[src/rtl/rtc_irq_pkg.sv]
package rtc_irq_pkg;
  localparam logic [2:0] ADDR_CTRL    = 3'd0;
  localparam logic [2:0] ADDR_FLAG    = 3'd1;
  localparam logic [2:0] ADDR_ALM_SEC = 3'd2;

  localparam int CTL_SET  = 7;
  localparam int CTL_PIE  = 6;
  localparam int CTL_AIE  = 5;
  localparam int CTL_UIE  = 4;
  localparam int CTL_SQWE = 3;

  localparam int NUM_FLAGS = 3;
  // flag vector order, also the read order below the summary bit
  localparam int FLG_PF = 2;
  localparam int FLG_AF = 1;
  localparam int FLG_UF = 0;
endpackage

[src/rtl/rtc_ctrl_reg.sv]
module rtc_ctrl_reg
  import rtc_irq_pkg::*;
#(
  parameter int DATA_W = 8
) (
  input  logic              clk_i,
  input  logic              rst_ni,
  input  logic              wr_i,
  input  logic [DATA_W-1:0] wdata_i,
  output logic [DATA_W-1:0] ctrl_o
);
  localparam int EN_LO = CTL_SQWE;
  localparam int EN_HI = CTL_PIE;

  logic [DATA_W-1:0] keep_q;
  logic [EN_HI:EN_LO] en_q;
  logic set_rise;

  assign set_rise = wdata_i[CTL_SET] & ~keep_q[CTL_SET];

  // SET, DM, 24/12, DSE survive reset
  always_ff @(posedge clk_i) begin
    if (wr_i) keep_q <= wdata_i;
  end

  always_ff @(posedge clk_i or negedge rst_ni) begin
    if (!rst_ni) begin
      en_q <= '0;
    end else if (wr_i) begin
      en_q           <= wdata_i[EN_HI:EN_LO];
      en_q[CTL_UIE]  <= wdata_i[CTL_UIE] & ~set_rise;
    end
  end

  always_comb begin
    ctrl_o              = keep_q;
    ctrl_o[EN_HI:EN_LO] = en_q;
  end
endmodule

[src/rtl/rtc_alarm_match.sv]
module rtc_alarm_match #(
  parameter int DATA_W = 8,
  parameter int NUM_B  = 3
) (
  input  logic [NUM_B-1:0][DATA_W-1:0] time_i,
  input  logic [NUM_B-1:0][DATA_W-1:0] alarm_i,
  output logic                         hit_o
);
  logic [NUM_B-1:0] byte_hit;

  for (genvar k = 0; k < NUM_B; k++) begin : g_byte
    logic wild;
    assign wild        = &alarm_i[k][DATA_W-1:DATA_W-2];
    assign byte_hit[k] = wild | (alarm_i[k] == time_i[k]);
  end

  assign hit_o = &byte_hit;
endmodule

[src/rtl/rtc_irq_flags.sv]
module rtc_irq_flags #(
  parameter int NUM_F = 3
) (
  input  logic             clk_i,
  input  logic             rst_ni,
  input  logic [NUM_F-1:0] set_i,
  input  logic             clr_i,
  input  logic [NUM_F-1:0] en_i,
  output logic [NUM_F-1:0] flags_o,
  output logic             any_o
);
  logic [NUM_F-1:0] flags_q;

  for (genvar f = 0; f < NUM_F; f++) begin : g_flag
    // a new event wins over a read clear in the same cycle
    always_ff @(posedge clk_i or negedge rst_ni) begin
      if (!rst_ni)        flags_q[f] <= 1'b0;
      else if (set_i[f])  flags_q[f] <= 1'b1;
      else if (clr_i)     flags_q[f] <= 1'b0;
    end
  end

  assign flags_o = flags_q;
  assign any_o   = |(flags_q & en_i);
endmodule

[src/rtl/rtc_irq_ctrl.sv]
module rtc_irq_ctrl
  import rtc_irq_pkg::*;
#(
  parameter int DATA_W = 8,
  parameter int ADDR_W = 3
) (
  input  logic              clk_i,
  input  logic              rst_ni,
  input  logic [ADDR_W-1:0] reg_addr_i,
  input  logic              reg_wr_i,
  input  logic              reg_rd_i,
  input  logic [DATA_W-1:0] reg_wdata_i,
  output logic [DATA_W-1:0] reg_rdata_o,
  input  logic [DATA_W-1:0] time_sec_i,
  input  logic [DATA_W-1:0] time_min_i,
  input  logic [DATA_W-1:0] time_hr_i,
  input  logic              sec_tick_i,
  input  logic              per_tick_i,
  input  logic              upd_done_i,
  input  logic              sqw_src_i,
  output logic              sqw_o,
  output logic              irq_no
);
  localparam int NUM_T = 3;
  localparam int PAD_W = DATA_W - NUM_FLAGS - 1;

  logic [DATA_W-1:0]            ctrl_q;
  logic [NUM_T-1:0][DATA_W-1:0] alm_q;
  logic [NUM_T-1:0][DATA_W-1:0] time_v;
  logic [NUM_T-1:0][DATA_W-1:0] alm_rd;
  logic [NUM_FLAGS-1:0]         flag_set, flag_en, flags_q;
  logic                         alarm_hit, irq_any, flag_rd;

  assign time_v = {time_hr_i, time_min_i, time_sec_i};

  rtc_ctrl_reg #(.DATA_W(DATA_W)) u_ctrl (
    .clk_i   (clk_i),
    .rst_ni  (rst_ni),
    .wr_i    (reg_wr_i && reg_addr_i == ADDR_CTRL),
    .wdata_i (reg_wdata_i),
    .ctrl_o  (ctrl_q)
  );

  for (genvar k = 0; k < NUM_T; k++) begin : g_alm
    localparam logic [ADDR_W-1:0] ADDR_K = ADDR_W'(int'(ADDR_ALM_SEC) + k);
    always_ff @(posedge clk_i or negedge rst_ni) begin
      if (!rst_ni)                              alm_q[k] <= '0;
      else if (reg_wr_i && reg_addr_i == ADDR_K) alm_q[k] <= reg_wdata_i;
    end
    assign alm_rd[k] = (reg_addr_i == ADDR_K) ? alm_q[k] : '0;
  end

  rtc_alarm_match #(.DATA_W(DATA_W), .NUM_B(NUM_T)) u_match (
    .time_i  (time_v),
    .alarm_i (alm_q),
    .hit_o   (alarm_hit)
  );

  always_comb begin
    flag_set         = '0;
    flag_set[FLG_PF] = per_tick_i;
    flag_set[FLG_AF] = sec_tick_i & alarm_hit;
    flag_set[FLG_UF] = upd_done_i;
    flag_en          = '0;
    flag_en[FLG_PF]  = ctrl_q[CTL_PIE];
    flag_en[FLG_AF]  = ctrl_q[CTL_AIE];
    flag_en[FLG_UF]  = ctrl_q[CTL_UIE];
  end

  assign flag_rd = reg_rd_i && reg_addr_i == ADDR_FLAG;

  rtc_irq_flags #(.NUM_F(NUM_FLAGS)) u_flags (
    .clk_i   (clk_i),
    .rst_ni  (rst_ni),
    .set_i   (flag_set),
    .clr_i   (flag_rd),
    .en_i    (flag_en),
    .flags_o (flags_q),
    .any_o   (irq_any)
  );

  always_comb begin
    reg_rdata_o = '0;
    for (int k = 0; k < NUM_T; k++) reg_rdata_o |= alm_rd[k];
    if (reg_addr_i == ADDR_CTRL) reg_rdata_o = ctrl_q;
    if (reg_addr_i == ADDR_FLAG) reg_rdata_o = {irq_any, flags_q, {PAD_W{1'b0}}};
  end

  assign irq_no = ~irq_any;
  assign sqw_o  = ctrl_q[CTL_SQWE] & sqw_src_i;
endmodule

[config.mk]
export PLATFORM = sky130hd
export DESIGN_NAME = rtc_irq_ctrl
export DESIGN_NICKNAME = d
export VERILOG_FILES = /design/src/rtl/rtc_irq_pkg.sv /design/src/rtl/rtc_ctrl_reg.sv /design/src/rtl/rtc_alarm_match.sv /design/src/rtl/rtc_irq_flags.sv /design/src/rtl/rtc_irq_ctrl.sv
export SDC_FILE = /design/constraint.sdc
export NUM_CORES = 1
export LEC_CHECK = 0
export ABC_CLOCK_PERIOD_IN_PS = 4050
export BUFFER_PORTS_ARGS = -buffer_cell sky130_fd_sc_hd__clkbuf_2
export CORE_ASPECT_RATIO = 1.2
export CORE_UTILIZATION = 56
export CTS_CLUSTER_DIAMETER = 50
export DETAILED_ROUTE_END_ITERATION = 7
export PLACE_DENSITY_LB_ADDON = 0.2
export SLEW_MARGIN = 20
export SYNTH_ARGS = -nofsm -noshare
export SYNTH_HDL_FRONTEND = slang
export SYNTH_HIERARCHICAL = 1
export SYNTH_SLANG_ARGS = --single-unit
[constraint.sdc]
create_clock -name clk_i -period 4.05 [get_ports clk_i]
set_input_delay 0.81 -clock clk_i [delete_from_list [all_inputs] [get_ports clk_i]]
set_output_delay 0.81 -clock clk_i [all_outputs]
set_load 0.02 [all_outputs]
* Yosys cells after proc, flatten, opt, wreduce, memory -nomap -nowiden
Index checks and enable logic that the tools add are counted.
** Storage, ports and cells
- Bits in registers :: 39
- Input bits :: 43
- Output and inout bits :: 10
- Word-level logic and storage cells :: 51
** Operators by class
- Equality and inequality tests :: 7
- Multiplexer cells :: 9
- Bitwise gates (word level) :: 13
- Reductions and logical operators :: 14
** Operators with widths (number)
- $mux 8 :: 5
- $eq 8x8->1 :: 3
- $or 8x8->8 :: 2
- $eq 3x2->1 const B :: 2
- $reduce_and 2->1 :: 3
- $reduce_bool 2->1 :: 3
- $logic_and 1x1->1 :: 5
- $and 1x1->1 :: 4
- $mux 1 :: 4
- $and 3x3->3 :: 1
- $eq 3x1->1 const B :: 1
- $eq 3x3->1 const B :: 1
- $logic_not 3->1 :: 1
- $not 1->1 :: 3
- $or 1x1->1 :: 3
- $reduce_and 3->1 :: 1
- $reduce_or 3->1 :: 1

* Depth between registers and ports, before layout
- Depth after elaboration :: 6
- Depth in mapped cells :: 6

* Hierarchy
Netlist, hierarchy kept.
** By module, submodules not included
- rtc_irq_ctrl :: times used 1, cells an instance 97, area an instance 1255.0 um2, sequential area each 600.6 um2
- rtc_alarm_match :: times used 1, cells an instance 34, area an instance 280.3 um2, sequential area each 0.0 um2
- rtc_ctrl_reg :: times used 1, cells an instance 15, area an instance 274.0 um2, sequential area each 220.2 um2
- rtc_irq_flags :: times used 1, cells an instance 9, area an instance 116.4 um2, sequential area each 75.1 um2

* Worst setup path after synthesis
OpenSTA, ideal clock, no wires.
- Path type :: in2out
- From :: input reg_addr_i[2]
- To :: output reg_rdata_o[0]
- Arrival :: 1.713 ns
- Slack :: 1.527 ns
- Cell stages on the path :: 5
- Cell sequence :: buf_2 -> or2_2 -> clkbuf_1 -> o22ai_1 -> a21o_1
** On the way
- Word-level cells in the longest chain between the ends :: 6
- Elaborated cells between the ends (all ways) :: 12
** RTL lines
- from (decl) :: line rtc_irq_ctrl.sv:9 : input logic [ADDR_W-1:0] reg_addr_i,
- $eq 3x2->1 :: line rtc_irq_ctrl.sv:50 : assign alm_rd[k] = (reg_addr_i == ADDR_K) ? alm_q[k] : '0;
- $mux 8 :: line rtc_irq_ctrl.sv:50
- $or 8x8->8 (2 in a row) :: line rtc_irq_ctrl.sv:84 : for (int k = 0; k < NUM_T; k++) reg_rdata_o |= alm_rd[k];
- $mux 8 :: line rtc_irq_ctrl.sv:85 : if (reg_addr_i == ADDR_CTRL) reg_rdata_o = ctrl_q;
- $mux 8 (*) :: line rtc_irq_ctrl.sv:86 : if (reg_addr_i == ADDR_FLAG) reg_rdata_o = {irq_any, flags_q, {PAD_W{1'b0}}};
- to (decl) :: line rtc_irq_ctrl.sv:13 : output logic [DATA_W-1:0] reg_rdata_o,
Every way passes the cells marked *; elsewhere a longest branch is shown, timed or not.

* Final worst setup path
- From :: input reg_addr_i[1]
- To :: output reg_rdata_o[6]
Same word-level chain as after synthesis.

==> metrics.txt <==
layout cells sized above 1=43.6%; unrepaired setup endpoints after global routing=no; Max Freq=0.316 GHz; Pins Over Slew Limit=0; delay-heaviest family, CP=simple AND/OR/NAND/NOR gates; Ys Warns=6; top-area cell type share of the netlist area=40.3%; Bufs on Longest Clock Path=2; TNS Setup=0 ps; Synth cell types=32; combinational cell fraction of total power=27.6%; Worst Skew=9.43 ps; Worst R2R Setup Slack=2370 ps; Die H=66.2 µm; # hold bufs at CTS=0; routability cong.=0.848; P_leak=1.11 nW; Max Cap Viol=0; Worst path slowest cell=nor2_1; critical path's largest stage delay=530 ps; outcome=finished, final reports clean; routed vias=1484; Synth area leaders=dfrtp_1 (40%), mux2_2 (16%), xor2_1 (11%); critical path startpoint category=input pin; Worst EP required=3240 ps; sw power=304 µW; synthesized flop and latch total=35; post-synthesis sequential area ratio=46.5%; Fin Hold WS=516 ps; DRT iter0 DRCs=61; HP Class=input pin to asynchronous set/reset pin; CTS H-Tree Depth=2; Root Buffer=clkbuf_4; endpoints failing hold=0; Worst-Margin Slew=825 ps; Final Critical Period=3160 ps; Reg-to-Reg Start=alm_q[22]; fillcell total=229; antenna-violating nets left=0; final WL=4510 µm; cts bufs inserted=5; DRC Markers=0; Clk Latency, worst-skew pair=340 ps; aggregate global-route resource usage=27.4%; first-pass iteration count of the detailed router=4; FP Rows=22; CP Class=input pin to primary output; Core Box Area=3170 µm²; setup bufs post-CTS=0; Detail Placement HPWL=3430 µm; crit-path cells=clkbuf_2, nand2b_1, nor2_1, a22o_1, clkbuf_2; Antenna Cells=0; IO buf count=52; clock network power share=19.3%; vias in the first global route=1607; vias per cell=6.01; post-synthesis instance total=155; worst setup margin=888 ps; internal power=621 µW; Syn-to-layout area delta=17.2%; Worst Path Buf+Inv=2; IO Pins=53; Pwr per Cell Area=410 nW/µm²; initial antenna violation count=0; Mapped Nets=198; CTS clk-pin slew, worst paths=100 ps; Top cell by count, worst path=clkbuf_2; Tcrit/Tclk final=78.1%; die area=3680 µm²; most frequent cells in the layout=clkbuf_2 (52), dfrtp_1 (31), mux2_2 (27); mapped cell area=1930 µm²; Initial Utilization=60.8%; clk sink count=35; Finish-stage setup viols=0; quantity of gates resized following cts=0; first-pass GRT wire length=7500 µm; Layout Nets=253; WL per Instance=18.3 µm; worst-path fanout max=20; pre-CTS setup slack=930 ps; VDD IR-drop max=269 µV; area leader, netlist=dfrtp_1; critical path arrival=2350 ps; Reg power frac=53.1%; crit path capture type=primary output; TritonCTS clock tree=yes; pin count of the biggest net entering global routing=32; Max transition margin=44.6%; Final Core Density=71.3%; Mean Syn Cell Area=12.4 µm²; Sw Ratio=32.9%; total global routing overflow=0; commonest non-fill, non-tap cell in the layout=clkbuf_2; Die Wd=55.5 µm; CP startpoint=reg_addr_i[1]
synthesized netlist by cell type, drive strengths merged:
cell type and n:
nor3 2, a21o 10, a22o 1, nand2 1, edfxtp 4, nor4 6, mux2i 10, nand2b 3
nor3b 2, or2 1, mux2 27, inv 5, nand4 1, clkbuf 1, a222oi 1, dfrtp 31
buf 4, nor2b 1, o22ai 8, nor2 2, xor2 24, mux4 1, nand3 4, a22oi 3
and2 2
per-stage QoR:
step           instance area, µm²  power, mW  std cells
5_1_grt                      2260      0.976        247
3_5_place_dp                 2210      0.752        239
2_1_floorplan                1930      0.655        155
4_1_cts                      2260      0.927        247
3_3_place_gp                 2210      0.734        239
6_report                     2260      0.925        247
cell type report:
| cell class | instances | area, µm² | area share, % |
|---|---|---|---|
| multi-input combinational | 110 | 978 | 43.4 |
| clock buffer | 7 | 45.0 | 2.00 |
| tap | 36 | 45.0 | 2.00 |
| clock inverter | 1 | 5.00 | 0.222 |
| sequential | 35 | 896 | 39.7 |
| inverter | 5 | 18.8 | 0.832 |
| timing repair buffer | 53 | 268 | 11.9 |
final timing paths:
kind | endpoint | cells past startpoint
min | alm_q[2] | 1
max | reg_rdata_o[6] | 5
max reg2reg | u_flags/flags_o[1] | 6
min reg2reg | u_flags/flags_o[1] | 1
min in group clk_i | u_flags/flags_o[1] | 1
max in group asynchronous | u_ctrl/en_q[6] | 1
registers in the layout, indices dropped and copies added, names as in the netlist:
| register | cells |
|---|---|
| alm_q | 24 |
| u_ctrl/en_q | 4 |
| u_ctrl/keep_q | 4 |
| u_flags/flags_o | 3 |
cell families (layout without fill, tap and decap cells):
family | after synthesis | after routing | synth area share, %
buffers and inverters | 10 | 66 | 2.66
AND/OR/NAND/NOR | 25 | 25 | 8.84
AO/OA/AOI/OAI | 23 | 23 | 8.71
flip-flops | 35 | 35 | 46.5
XOR/XNOR | 24 | 24 | 10.9
multiplexers | 38 | 38 | 22.4
routing by layer:
layer | global-route usage, % | part of all wire, %
met1 | 32.4 | 41
met2 | 47.3 | 52
met3 | 7.44 | 6.0
met4 | 10.9 | 1.7
met5 | 0 | 0
power by group through the flow:
| stage | Combinational [mW] | Sequential, mW | Clock, mW |
|---|---|---|---|
| 6_report | 0.255 | 0.491 | 0.178 |
| 4_1_cts | 0.255 | 0.491 | 0.181 |
| 3_5_place_dp | 0.253 | 0.499 | 0 |
| 2_1_floorplan | 0.182 | 0.473 | 0 |
| 3_3_place_gp | 0.241 | 0.493 | 0 |
| 5_1_grt | 0.276 | 0.502 | 0.197 |
No activity file was read; power rests on OpenSTA's default activity.
